==> src/rtl/accadd_pkg.sv <==
package accadd_pkg;
  localparam int BYTE_W = 8;
  localparam int NIB_W  = BYTE_W / 2;
  localparam int NREG   = 8;
  localparam int SEL_W  = $clog2(NREG);
  localparam int ADDR_W = 2 * BYTE_W;

  localparam logic [SEL_W-1:0] SEL_H = 3'd4;
  localparam logic [SEL_W-1:0] SEL_L = 3'd5;
  localparam logic [SEL_W-1:0] SEL_F = 3'd6;
  localparam logic [SEL_W-1:0] SEL_A = 3'd7;

  typedef enum logic [1:0] {OPK_REG, OPK_MEM, OPK_IMM, OPK_BAD} opk_e;

  typedef struct packed {
    opk_e             kind;
    logic [SEL_W-1:0] src;
    logic             with_c;
  } dec_t;

  typedef struct packed {
    logic [BYTE_W-1:0] sum;
    logic              z;
    logic              n;
    logic              h;
    logic              c;
  } alu_res_t;

  // Byte add with carry-in, nibble half-carry and 9th-bit carry.
  function automatic alu_res_t add_bytes(input logic [BYTE_W-1:0] a,
                                         input logic [BYTE_W-1:0] b,
                                         input logic ci);
    alu_res_t        r;
    logic [BYTE_W:0] wide;
    logic [NIB_W:0]  low;
    wide  = {1'b0, a} + {1'b0, b} + {{BYTE_W{1'b0}}, ci};
    low   = {1'b0, a[NIB_W-1:0]} + {1'b0, b[NIB_W-1:0]} + {{NIB_W{1'b0}}, ci};
    r.sum = wide[BYTE_W-1:0];
    r.z   = (wide[BYTE_W-1:0] == '0);
    r.n   = 1'b0;
    r.h   = low[NIB_W];
    r.c   = wide[BYTE_W];
    return r;
  endfunction
endpackage

==> src/rtl/accadd_decode.sv <==
module accadd_decode
  import accadd_pkg::*;
(
  input  logic [BYTE_W-1:0] op,
  output dec_t              dec
);
  always_comb begin
    dec.kind   = OPK_BAD;
    dec.src    = op[SEL_W-1:0];
    dec.with_c = 1'b0;
    if (op[7:4] == 4'h8 && op[2:0] <= 3'd5) begin
      dec.kind   = OPK_REG;
      dec.with_c = op[3];
    end else if (op == 8'h86) begin
      dec.kind = OPK_MEM;
    end else if (op == 8'hC6) begin
      dec.kind = OPK_IMM;
    end
  end
endmodule

==> src/rtl/accadd_alu.sv <==
module accadd_alu
  import accadd_pkg::*;
(
  input  logic [BYTE_W-1:0] a,
  input  logic [BYTE_W-1:0] b,
  input  logic              ci,
  output alu_res_t          res
);
  assign res = add_bytes(a, b, ci);
endmodule

==> src/rtl/accadd_regs.sv <==
module accadd_regs
  import accadd_pkg::*;
(
  input  logic                        clk,
  input  logic                        rst_n,
  input  logic                        ld_en,
  input  logic [SEL_W-1:0]            ld_sel,
  input  logic [BYTE_W-1:0]           ld_data,
  input  logic                        wb_en,
  input  logic [BYTE_W-1:0]           wb_acc,
  input  logic [3:0]                  wb_flags,
  output logic [NREG-1:0][BYTE_W-1:0] regs_o
);
  for (genvar i = 0; i < NREG; i++) begin : g_reg
    localparam logic [SEL_W-1:0] ME = SEL_W'(i);
    logic [BYTE_W-1:0] q;
    always_ff @(posedge clk) begin
      if (!rst_n) begin
        q <= '0;
      end else if (wb_en && ME == SEL_A) begin
        q <= wb_acc;
      end else if (wb_en && ME == SEL_F) begin
        q <= {wb_flags, 4'h0};
      end else if (ld_en && ld_sel == ME) begin
        q <= (ME == SEL_F) ? {ld_data[7:4], 4'h0} : ld_data;
      end
    end
    assign regs_o[i] = q;
  end

  AST_F_LOW_ZERO: assert property (@(posedge clk) disable iff (!rst_n)
    regs_o[SEL_F][3:0] == 4'h0);
endmodule

==> src/rtl/accadd_unit.sv <==
module accadd_unit
  import accadd_pkg::*;
(
  input  logic               clk,
  input  logic               rst_n,
  input  logic [7:0]         in_byte,
  input  logic               in_valid,
  output logic               in_ready,
  input  logic               ld_en,
  input  logic [2:0]         ld_sel,
  input  logic [7:0]         ld_data,
  output logic               mem_req,
  output logic [15:0]        mem_addr,
  input  logic [7:0]         mem_rdata,
  input  logic               mem_rvalid,
  output logic [7:0]         acc_o,
  output logic [7:0]         flag_o,
  output logic               done_o,
  output logic               illegal_o
);
  typedef enum logic [1:0] {ST_IDLE, ST_IMM, ST_MEM} st_e;

  st_e                         st_q, st_d;
  dec_t                        dec;
  alu_res_t                    res;
  logic [NREG-1:0][BYTE_W-1:0] regs;
  logic                        accept;
  logic                        wb_fire;
  logic                        ill_hit;
  logic [BYTE_W-1:0]           operand;
  logic                        carry_in;
  logic                        done_q, ill_q;

  accadd_decode u_dec (.op(in_byte), .dec(dec));

  accadd_alu u_alu (
    .a  (regs[SEL_A]),
    .b  (operand),
    .ci (carry_in),
    .res(res)
  );

  accadd_regs u_regs (
    .clk     (clk),
    .rst_n   (rst_n),
    .ld_en   (ld_en),
    .ld_sel  (ld_sel),
    .ld_data (ld_data),
    .wb_en   (wb_fire),
    .wb_acc  (res.sum),
    .wb_flags({res.z, res.n, res.h, res.c}),
    .regs_o  (regs)
  );

  assign in_ready = (st_q != ST_MEM);
  assign accept   = in_valid && in_ready;

  always_comb begin
    st_d     = st_q;
    wb_fire  = 1'b0;
    ill_hit  = 1'b0;
    operand  = in_byte;
    carry_in = 1'b0;
    unique case (st_q)
      ST_IDLE: if (accept) begin
        unique case (dec.kind)
          OPK_REG: begin
            wb_fire  = 1'b1;
            operand  = regs[dec.src];
            carry_in = dec.with_c && regs[SEL_F][4];
          end
          OPK_MEM: st_d = ST_MEM;
          OPK_IMM: st_d = ST_IMM;
          default: ill_hit = 1'b1;
        endcase
      end
      ST_IMM: if (accept) begin
        wb_fire = 1'b1;
        st_d    = ST_IDLE;
      end
      ST_MEM: begin
        operand = mem_rdata;
        if (mem_rvalid) begin
          wb_fire = 1'b1;
          st_d    = ST_IDLE;
        end
      end
      default: st_d = ST_IDLE;
    endcase
  end

  always_ff @(posedge clk) begin
    if (!rst_n) begin
      st_q   <= ST_IDLE;
      done_q <= 1'b0;
      ill_q  <= 1'b0;
    end else begin
      st_q   <= st_d;
      done_q <= wb_fire;
      ill_q  <= ill_hit;
    end
  end

  assign mem_req   = (st_q == ST_MEM);
  assign mem_addr  = {regs[SEL_H], regs[SEL_L]};
  assign acc_o     = regs[SEL_A];
  assign flag_o    = regs[SEL_F];
  assign done_o    = done_q;
  assign illegal_o = ill_q;

  AST_SUB_CLEARED: assert property (@(posedge clk) disable iff (!rst_n)
    wb_fire |=> !flag_o[6]);
  AST_ZERO_MATCH: assert property (@(posedge clk) disable iff (!rst_n)
    wb_fire |=> (flag_o[7] == (acc_o == 8'h00)));
  AST_MEM_HOLD: assert property (@(posedge clk) disable iff (!rst_n)
    (mem_req && !mem_rvalid) |=> mem_req);
  AST_ILLEGAL_QUIET: assert property (@(posedge clk) disable iff (!rst_n)
    (ill_hit && !ld_en) |=> ($stable(acc_o) && $stable(flag_o)));
  AST_ILLEGAL_NO_DONE: assert property (@(posedge clk) disable iff (!rst_n)
    illegal_o |-> !done_o);
endmodule

==> config.mk <==
export PLATFORM = sky130hd
export DESIGN_NAME = accadd_unit
export DESIGN_NICKNAME = d
export VERILOG_FILES = /design/src/rtl/accadd_pkg.sv /design/src/rtl/accadd_decode.sv /design/src/rtl/accadd_alu.sv /design/src/rtl/accadd_regs.sv /design/src/rtl/accadd_unit.sv
export SDC_FILE = /design/constraint.sdc
export NUM_CORES = 1
export LEC_CHECK = 0
export BUFFER_PORTS_ARGS = -buffer_cell sky130_fd_sc_hd__buf_4
export CAP_MARGIN = 20
export CORE_ASPECT_RATIO = 0.5
export CORE_MARGIN = 8
export CORE_UTILIZATION = 50
export DETAILED_ROUTE_END_ITERATION = 10
export MAX_ROUTING_LAYER = met4
export PLACE_DENSITY_LB_ADDON = 0.25
export SLEW_MARGIN = 15
export SYNTH_ARGS = -nofsm -noshare
export SYNTH_HDL_FRONTEND = slang
export SYNTH_SLANG_ARGS = --single-unit
==> constraint.sdc <==
create_clock -name clk -period 6 [get_ports clk]
set_input_delay 0.3 -clock clk [delete_from_list [all_inputs] [get_ports clk]]
set_output_delay 0.3 -clock clk [all_outputs]
set_load 0.01 [all_outputs]
* Yosys cells after proc, flatten, opt, wreduce, memory -nomap -nowiden
Cells that the tools add are included.
** Operators by class
- $lt $le $gt $ge :: 2
- Mux-type cells :: 27
- $add $sub $neg :: 4
- Equal/unequal tests :: 19
- Bitwise logic cells :: 1
- Reductions and logical operators :: 21
** Operator list (count)
- $mux 8 :: 7
- $bmux 8 s3 :: 1
- $eq 8x8->1 const B :: 2
- $pmux 8 s2 :: 1
- $eq 3x3->1 const B :: 4
- $logic_and 1x1->1 :: 11
- $mux 1 :: 10
- $mux 2 :: 5
- $add 8x8->9 :: 1
- $add 9x1->9 :: 1
- $logic_not 8->1 :: 1
- $eq 3x2->1 const B :: 2
- $ne 2x2->1 const B :: 3
- $pmux 2 s3 :: 1
- $add 4x4->5 :: 1
- $add 5x1->5 :: 1
- $eq 2x1->1 const B :: 2
- $eq 2x2->1 const B :: 2
- $eq 4x4->1 const B :: 1
- $logic_not 2->1 :: 2
- $lt 3x4->1 const B :: 1
- $pmux 2 s2 :: 1
- $reduce_and 4->1 :: 1
- $reduce_bool 2->1 :: 2
- 10 further kinds :: 10
** Storage, ports and cells
- Logic and storage cells :: 86
- Bits of input ports :: 32
- Register bits :: 64
- Output and inout bits :: 36

* Logic depth before layout (Yosys ltp)
Gate-level depths: netlist (run 1).
- Depth in word-level cells :: 12
- Depth in mapped cells :: 15
- Gate-level depth less buffers :: 13

* Modules after synthesis
Synthesis (run 1) repeated with hierarchy kept, for this count alone.
** Second synthesis, totals
- Cells, all modules :: 414
- Area, all modules :: 3824.9 um2
** Modules (own cells, without submodules)
- accadd_regs :: area each 2397.3 um2, seq. area each 1201.2 um2, times used 1, cells each 263
- accadd_unit :: area each 970.9 um2, seq. area each 80.1 um2, times used 1, cells each 91
- accadd_alu :: area each 375.4 um2, seq. area each 0.0 um2, times used 1, cells each 48
- accadd_decode :: area each 81.3 um2, seq. area each 0.0 um2, times used 1, cells each 12

* Worst setup path before layout (run 1)
OpenSTA, ideal clock, no wires.
- Path type :: input-to-reg
- From :: input in_byte[0]
- To :: register u_regs.g_reg[6].q[7]
- Path buffers :: 1
- Data required time :: 5.904 ns
- Cell stages on the path :: 14
- Path slack :: 2.995 ns
- Arrival :: 2.909 ns
- Cells stage by stage :: buf_4 -> mux4_2 -> nor2_1 -> a21oi_1 -> o22ai_1 -> a21o_1 -> fa_1 -> inv_1 -> fa_1 -> a21o_1 -> a21oi_1 -> xor2_1 -> o2111ai_1 -> o41ai_2
** Between the ends
- Word-level cells in the longest chain between the ends :: 12
- Elaborated cells on any way between the ends :: 26
** RTL lines
- start, declared :: RTL line accadd_unit.sv:6 : input logic [7:0] in_byte,
- $eq 8x8->1 :: RTL line accadd_decode.sv:16 : end else if (op == 8'hC6) begin
- $mux 1 :: RTL line accadd_decode.sv:16
- $mux 2 :: RTL line accadd_decode.sv:14 : end else if (op == 8'h86) begin
- $mux 2 :: RTL line accadd_decode.sv:11 : if (op[7:4] == 4'h8 && op[2:0] <= 3'd5) begin
- $logic_not 2->1 :: RTL line accadd_unit.sv:66 : unique case (dec.kind)
- $mux 8 :: RTL line accadd_unit.sv:66
- $mux 8 :: RTL line accadd_unit.sv:65 : ST_IDLE: if (accept) begin
- $pmux 8 s2 :: RTL line accadd_unit.sv:64 : unique case (st_q)
- $add 8x8->9 :: RTL line accadd_pkg.sv:36 : wide = {1'b0, a} + {1'b0, b} + {{BYTE_W{1'b0}}, ci};
- $add 9x1->9 :: RTL line accadd_pkg.sv:36
- $logic_not 8->1 :: RTL line accadd_pkg.sv:39 : r.z = (wide[BYTE_W-1:0] == '0);
- $mux 8 :: RTL line accadd_regs.sv:22 : end else if (wb_en && ME == SEL_F) begin
- end signal, assigned :: RTL line accadd_regs.sv:21 : q <= wb_acc;
- end signal, assigned :: RTL line accadd_regs.sv:23 : q <= {wb_flags, 4'h0};
- end signal, assigned :: RTL line accadd_regs.sv:25 : q <= (ME == SEL_F) ? {ld_data[7:4], 4'h0} : ld_data;
- end, declared :: RTL line accadd_regs.sv:16 : logic [BYTE_W-1:0] q;
Parallel ways exist; a longest one is shown, timed or not. The select of a mux whose other input is x is not followed.
A chain may end at the register's enable or synchronous reset.

* Final worst setup path (run 1)
- From :: register st_q[0]
- To :: register u_regs.g_reg[6].q[7]
** Between the ends
- Word-level cells in the longest chain between the ends :: 8
- Elaborated cells on any way between the ends :: 17
** RTL lines
- start, declared :: RTL line accadd_unit.sv:23 : st_e st_q, st_d;
- start signal, assigned :: RTL line accadd_unit.sv:98 : st_q <= st_d;
- $ne 2x2->1 :: RTL line accadd_unit.sv:55 : assign in_ready = (st_q != ST_MEM);
- $logic_and 1x1->1 :: RTL line accadd_unit.sv:56 : assign accept = in_valid && in_ready;
- $mux 8 :: RTL line accadd_unit.sv:65
- $pmux 8 s2 :: RTL line accadd_unit.sv:64
- $add 8x8->9 :: RTL line accadd_pkg.sv:36
- $add 9x1->9 :: RTL line accadd_pkg.sv:36
- $logic_not 8->1 :: RTL line accadd_pkg.sv:39
- $mux 8 :: RTL line accadd_regs.sv:22
Parallel ways exist; a longest one is shown, timed or not.

==> results.toml, run 1 <==
[final_layout]
area_delta_synth_final_pct = 15.72
num-nets-final = 521
design_area_um2 = 4312
multi_input_comb_area_um2 = 2046
seqCellArea_um2 = 1281
utilization_pct = 59.33
diodes = 0
post_route_cells_drive_above_1_share_pct = 22.06
fill_cells = 681

[clock_tree]
tritoncts = "yes"
clock_tree.htree_level_count = 3
worstSkewPairLatency_ns = 0.33
cts-resized-gates = 0
post-cts-setup-buffer-count = 0
clockBufferDepth = 2
clock_sinks = 64
cts-root-buf = "clkbuf_16"
worst_setup_hold_path_clk_slew_ns = 0.06
ctsHoldBuffers = 0
cts_made_buffers = 9

[detailed_routing]
route.vias.total = 3280
drt_first_pass_iters = 5
number_of_vias_per_cell = 5.645
antenna_violating_nets_post_route = 0
drt-total-wl_um = 10000
drtIter0Drc = 291
routed_wire_length_per_instance_um = 17.22
detail_route.drc_violations = 0

[floorplan]
floorplan.initialDensity_pct = 51.27
rows = 22
placeableCoreArea_um2 = 7267
dieArea_um2 = 10640
die_width_um = 138.1
io_pins = 68
dieHeight_um = 77.04

[power_and_ir_drop]
vdd_drop_max_uv = 154.4
power_per_cell_area_nw_per_um2 = 275.4
p_leak_nw = 1.768

[sta]
fin_worst_skew_ns = 0.005283
slew_viol_final = 0
final_min_period_over_clock_period_pct = 52.03
worst-slew-pin-transition_ns = 1.116
report.final.hold_viol_count = 0
final_setup_violation_count = 0
clock.fmax_ghz = 0.3203
clock_period_minus_worst_slack_ns = 3.122
rsz0062_at_grt = "no"
slew-limit-headroom_pct = 25.02
tns_setup_ns = 0

[yosys]
yosys_most_used_dff = "dfxtp_1"
syn-mean-instance-area_um2 = 8.065
post_synth_instance_area_um2 = 3726
synth.lib_cells_used.distinct = 56
synth_enable_flop_cells = 0
synthCells = 462
async_reset_ff_share_pct = 0
seq_total_area_yosys_pct = 34.39
ys_seq_elements = 64
synthesis.yosys.warnings = 0

[worst_setup_path]
path_cells = "inv_1 > nand2_1 > o22ai_1 > a21o_1 > fa_1 > inv_1 > fa_1 > a211o_1 > o211ai_1 > a21oi_1 > xor2_1 > o41ai_2"
setup.worst_path.end_class = "flop"
critPathBufInv = 2
critical_path_class = "reg -> reg"
cp-start-kind = "flop"
worst_path_max_delay_cell = "dfxtp_1"
cp.arrival_ns = 3.36
slowest_delay_ns = 0.58
crit_required_ns = 6.23
cp_max_fo = 12
path_delay_family = "compound AO/OA/AOI/OAI gates"

[run]
max-cap-violations = 0

[global_route]
antenna_found_initial = 0
globalRouteOverflowTotal = 0
total_global_route_track_usage_pct = 19.13
via_count_of_the_first_global_routing_pass = 3198
grt_start_max_net_pins = 52
grt_pass1_wl_um = 16340

[place]
postPlaceCellArea_um2 = 3958
place.port_buffers = 63
gpl.final_weighted_congestion = 0.9409
post-dp-hpwl_um = 7264

[run_status]
status = "finished, final reports clean"

[worst_hold_path]
hold_path.class = "in -> reg"
-- final cells by class --
class                      count  area share (%)
multi-input combinational    333           47.45
clock buffer                  10           5.543
inverter                       8          0.6965
timing repair buffer          64           11.14
sequential                    64           29.72
clock inverter                 6           2.670
tap                           96           2.786
-- stage by stage --
stage                     setup slack, ns  std cells  power [mW]  hold WS, ns
after global placement              2.681        565      0.5792       0.4405
after detailed placement            2.594        565      0.5800       0.4474
final                               2.878        581       1.187       0.2458
after global routing                2.688        581       1.222       0.2550
after CTS                           2.914        581       1.193       0.2413
after floorplan                     2.995        465      0.5408       0.4285
-- registers in the layout (all words and copies together) (netlist names) --
signal      count
u_regs.g.q     60
st_q            2
done_o          1
illegal_o       1
-- Yosys cell counts (all sizes together), types with 2 or more instances --
library cell | n | area share (%)
a22oi | 3 | 0.60
ha | 7 | 2.4
a211oi | 6 | 1.3
nor3 | 4 | 0.54
clkbuf | 16 | 1.6
o211ai | 4 | 0.81
o22ai | 7 | 1.2
and2 | 2 | 0.34
nor2b | 3 | 0.50
xor2 | 2 | 0.47
buf | 44 | 8.6
nor2 | 25 | 2.5
nand2 | 117 | 12
a21o | 2 | 0.40
o211a | 3 | 0.81
mux4 | 8 | 4.8
and3 | 3 | 0.50
dfxtp | 64 | 34
mux2i | 11 | 3.0
fa | 2 | 1.1
nand3 | 6 | 0.81
nand2b | 5 | 0.84
o21ai | 7 | 1.0
nor4 | 2 | 0.50
a21oi | 65 | 9.1
o22a | 4 | 0.94
inv | 7 | 0.71
mux2 | 10 | 3.0
nand4 | 3 | 0.50
xnor2 | 2 | 0.47
-- placed cells by master (no fill, tap or decap), drive strengths merged, types with 2 or more instances in the layout --
cell type / instances
bufinv: 3
a22oi: 3
buf: 64
nand3: 6
mux2: 10
nand4: 3
nor2b: 3
xor2: 2
nor4: 2
mux2i: 11
o211ai: 4
nand2b: 5
a21o: 2
fa: 2
clkinv: 2
nand2: 117
and3: 3
inv: 8
clkbuf: 10
o22a: 4
a21oi: 65
mux4: 8
ha: 7
o211a: 3
a211oi: 6
o21ai: 7
dfxtp: 64
nor2: 25
o22ai: 7
nor3: 4
xnor2: 2
conb: 4
and2: 2
-- final timing paths --
kind / startpoint / slack [ns] / cells past startpoint / end
worst max-delay path: st_q[0] / 2.88 / 12 / u_regs.g_reg[6].q[7]
worst min-delay path: in_valid / 0.25 / 3 / illegal_o
worst max register to register: st_q[0] / 2.88 / 12 / u_regs.g_reg[6].q[7]
worst min register to register: u_regs.g_reg[3].q[2] / 0.45 / 2 / u_regs.g_reg[3].q[2]
-- metal layers --
layer,GRT usage (%),wire length (um)
met4,6.243,121
met1,24.37,4656
met2,29.21,4556
met3,4.733,670
met5,-,0
-- cell families (layout without fill, tap and decap cells) --
| family | after synthesis | after routing | share of synthesized area, % |
|---|---|---|---|
| AOI/OAI and AO/OA | 110 | 110 | 18.87 |
| adders and majority gates | 9 | 9 | 3.425 |
| muxes | 29 | 29 | 10.81 |
| DFF | 64 | 64 | 34.39 |
| and+or+nand+nor | 177 | 177 | 20.45 |
| xor gates and xnor gates | 4 | 4 | 0.9404 |
| other | 1 | 4 | 0.1006 |
| buffers and inverters | 68 | 88 | 11.01 |
-- tightest hold or removal path, delay by kind of cell --
family / cells / cell delay [ns]
buf+inv: 1 / 0.13
simple gates: 2 / 0.10
-- report_power, final --
| part | leakage (nW) | switching, mW | total, mW | internal, mW |
|---|---|---|---|---|
| logic | 1.08 | 0.0752 | 0.130 | 0.0548 |
| registers | 0.518 | 0.00727 | 0.443 | 0.435 |
| clock network | 0.169 | 0.196 | 0.615 | 0.419 |
| total | 1.77 | 0.278 | 1.19 | 0.909 |
(Power assumes the default switching activity.)
==> inputs of run 2 (changes only) <==
==> constraint.sdc (replaced) <==
create_clock -name clk -period 3.1 [get_ports clk]
set_input_delay 0.155 -clock clk [delete_from_list [all_inputs] [get_ports clk]]
set_output_delay 0.155 -clock clk [all_outputs]
set_load 0.01 [all_outputs]
==> run 2 against run 1 <==
  * Non-clock buffer count increased by 10
  * Design area up 1.5%
  * Sequential share of layout area shrank 0.43 points
  * Clock skew shrank 0.0022 ns
  * Power is 84% higher
  * Worst setup slack worse by 2.7 ns
  * Utilization increased by 0.88 points
  * Worst hold slack got worse by 0.13 ns
  * Sequential power grew 93%
  * Largest power group unchanged
  * Critical path depth rose by 1
  * First-iteration DRC count rose by 62%
  * Critical endpoint unchanged
  * Count of clock-buffer cells in the layout up 1
  * Largest cell class unchanged
==> results.toml, run 2 (synthesized netlist as in run 1, its figures left out) <==
[place]
gpl.final_weighted_congestion = 0.8874
place.port_buffers = 63
post-dp-hpwl_um = 7488

[final_layout]
largest_register = "u_regs.g.q"
diodes = 0
layout.cells.most_common_list = "117 x nand2_1, 73 x buf_4, 64 x dfxtp_1"
number_of_flip_flops_in_the_largest_register = 60
reg_top3 = "u_regs.g.q: 60 flops, st_q: 2 flops"
num-nets-final = 531
area_delta_synth_final_pct = 17.43
fill_cells = 668
post_route_cells_drive_above_1_share_pct = 23.94
mostFrequentLayoutCell = "nand2_1"

[detailed_routing]
drtIter0Drc = 471
number_of_vias_per_cell = 5.708
routed_wire_length_per_instance_um = 17.73
route.vias.total = 3362
antenna_violating_nets_post_route = 0
drt_first_pass_iters = 5
drt-total-wl_um = 10440
detail_route.drc_violations = 0

[run]
max-cap-violations = 0

[sta]
timing.hold.ws_ns = 0.1136
rsz0062_at_grt = "no"
final_setup_violation_count = 0
fin_worst_skew_ns = 0.003051
worst-slew-pin-transition_ns = 1.069
slew_viol_final = 0
slew-limit-headroom_pct = 28.19
tns_setup_ns = 0
report.final.hold_viol_count = 0
clock.fmax_ghz = 0.3379
final_min_period_over_clock_period_pct = 95.46
clock_period_minus_worst_slack_ns = 2.959

[power_and_ir_drop]
p_leak_nw = 1.801
vdd_drop_max_uv = 287.6
power_per_cell_area_nw_per_um2 = 500.3

[floorplan]
die_width_um = 138.1
dieArea_um2 = 10640
dieHeight_um = 77.04
placeableCoreArea_um2 = 7267
floorplan.initialDensity_pct = 51.27
rows = 22
io_pins = 68

[clock_tree]
clock_tree.htree_level_count = 3
worst_setup_hold_path_clk_slew_ns = 0.05
ctsHoldBuffers = 0
tritoncts = "yes"
clock_sinks = 64
cts-root-buf = "clkbuf_16"
worstSkewPairLatency_ns = 0.33
cts_made_buffers = 9
clockBufferDepth = 2

[worst_setup_path]
ff2ff_path_depth = 13
worst_path_max_delay_cell = "mux4_2"
cp-start-kind = "flop"
instance_count_on_the_critical_path = 13
slowest_delay_ns = 0.47
crit_required_ns = 3.34
critPathBufInv = 1
setup.worst_path.end_class = "flop"
path_delay_family = "compound AO/OA/AOI/OAI gates"
cp.arrival_ns = 3.20
path_cells = "mux4_2 > nor2_1 > a21oi_1 > o22ai_1 > a21o_1 > fa_1 > inv_1 > fa_2 > a21o_1 > a21oi_2 > xor2_2 > o2111ai_2 > o41ai_2"
cpMostUsedCell = "a21o_1"
critical_path_class = "reg -> reg"
cp_max_fo = 3

[global_route]
globalRouteOverflowTotal = 0
grt_start_max_net_pins = 58
grt_pass1_wl_um = 17240
total_global_route_track_usage_pct = 20.34
antenna_found_initial = 0
via_count_of_the_first_global_routing_pass = 3330

[run_status]
status = "finished, final reports clean"

[worst_hold_path]
worstHoldPathCells = 3
hold_path.class = "in -> reg"
==> run 2: changes by cell type in the layout (fill, tap and decap cells not counted), sizes merged <==
cell | previous run | this run
buf | 64 | 74
bufinv | 3 | 2
clkbuf | 10 | 11
clkinv | 2 | 1
inv | 8 | 7
==> run 2: metal layers <==
| metal | part of all wire (%) | wire [um] | track usage (%) |
|---|---|---|---|
| met5 | 0 | 0 | - |
| met4 | 1.0 | 106 | 5.490 |
| met3 | 6.2 | 644 | 4.978 |
| met2 | 47 | 4869 | 32.28 |
| met1 | 46 | 4822 | 25.41 |
==> run 2: final timing paths <==
check | start | endpoint | slack [ns]
worst max-delay path | u_regs.g_reg[3].q[0] | u_regs.g_reg[6].q[7] | 0.14
worst min-delay path | in_valid | illegal_o | 0.11
worst max register to register | u_regs.g_reg[3].q[0] | u_regs.g_reg[6].q[7] | 0.14
worst min register to register | u_regs.g_reg[1].q[5] | u_regs.g_reg[1].q[5] | 0.45
==> run 2: area by class of cell <==
type                    instances  area [um2]  area share, %
clock buffers                  11       242.7          5.548
clock inverters                 3       67.56          1.544
inverters                       8       30.03         0.6863
multi-input cells             333        2066          47.21
flip-flops and latches         64        1281          29.28
well taps                      96       120.1          2.745
repair buffers                 74       568.0          12.98
==> run 2: worst min-delay path: cells and delay by family <==
family | cells | cell delay, ns
buffers and inverters | 1 | 0.13
and+or+nand+nor | 2 | 0.11
==> run 2: per-stage QoR <==
| stage | util, % | std cells | instance area (um2) | setup WS (ns) | power (mW) |
|---|---|---|---|---|---|
| 2_1_floorplan | - | 465 | 3737 | 0.2403 | 1.047 |
| 3_3_place_gp | 55.66 | 575 | 4045 | 0.1398 | 1.128 |
| 3_5_place_dp | 55.66 | 575 | 4045 | 0.1072 | 1.130 |
| 4_1_cts | 59.93 | 589 | 4355 | 0.01337 | 2.189 |
| 5_1_grt | 60.21 | 589 | 4375 | 0.02530 | 2.258 |
| 6_report | 60.21 | 589 | 4375 | 0.1406 | 2.189 |
==> run 2: what timing repair did <==
item	in CTS	in global routing
endpoints found under the setup margin	0	1
setup buffers	0	0
gates resized for setup	0	4
==> run 2: where the power goes <==
part | internal (mW) | leakage (nW) | switching (mW)
sequential | 0.843 | 0.518 | 0.0140
clock | 0.716 | 0.148 | 0.351
combinational | 0.113 | 1.14 | 0.151
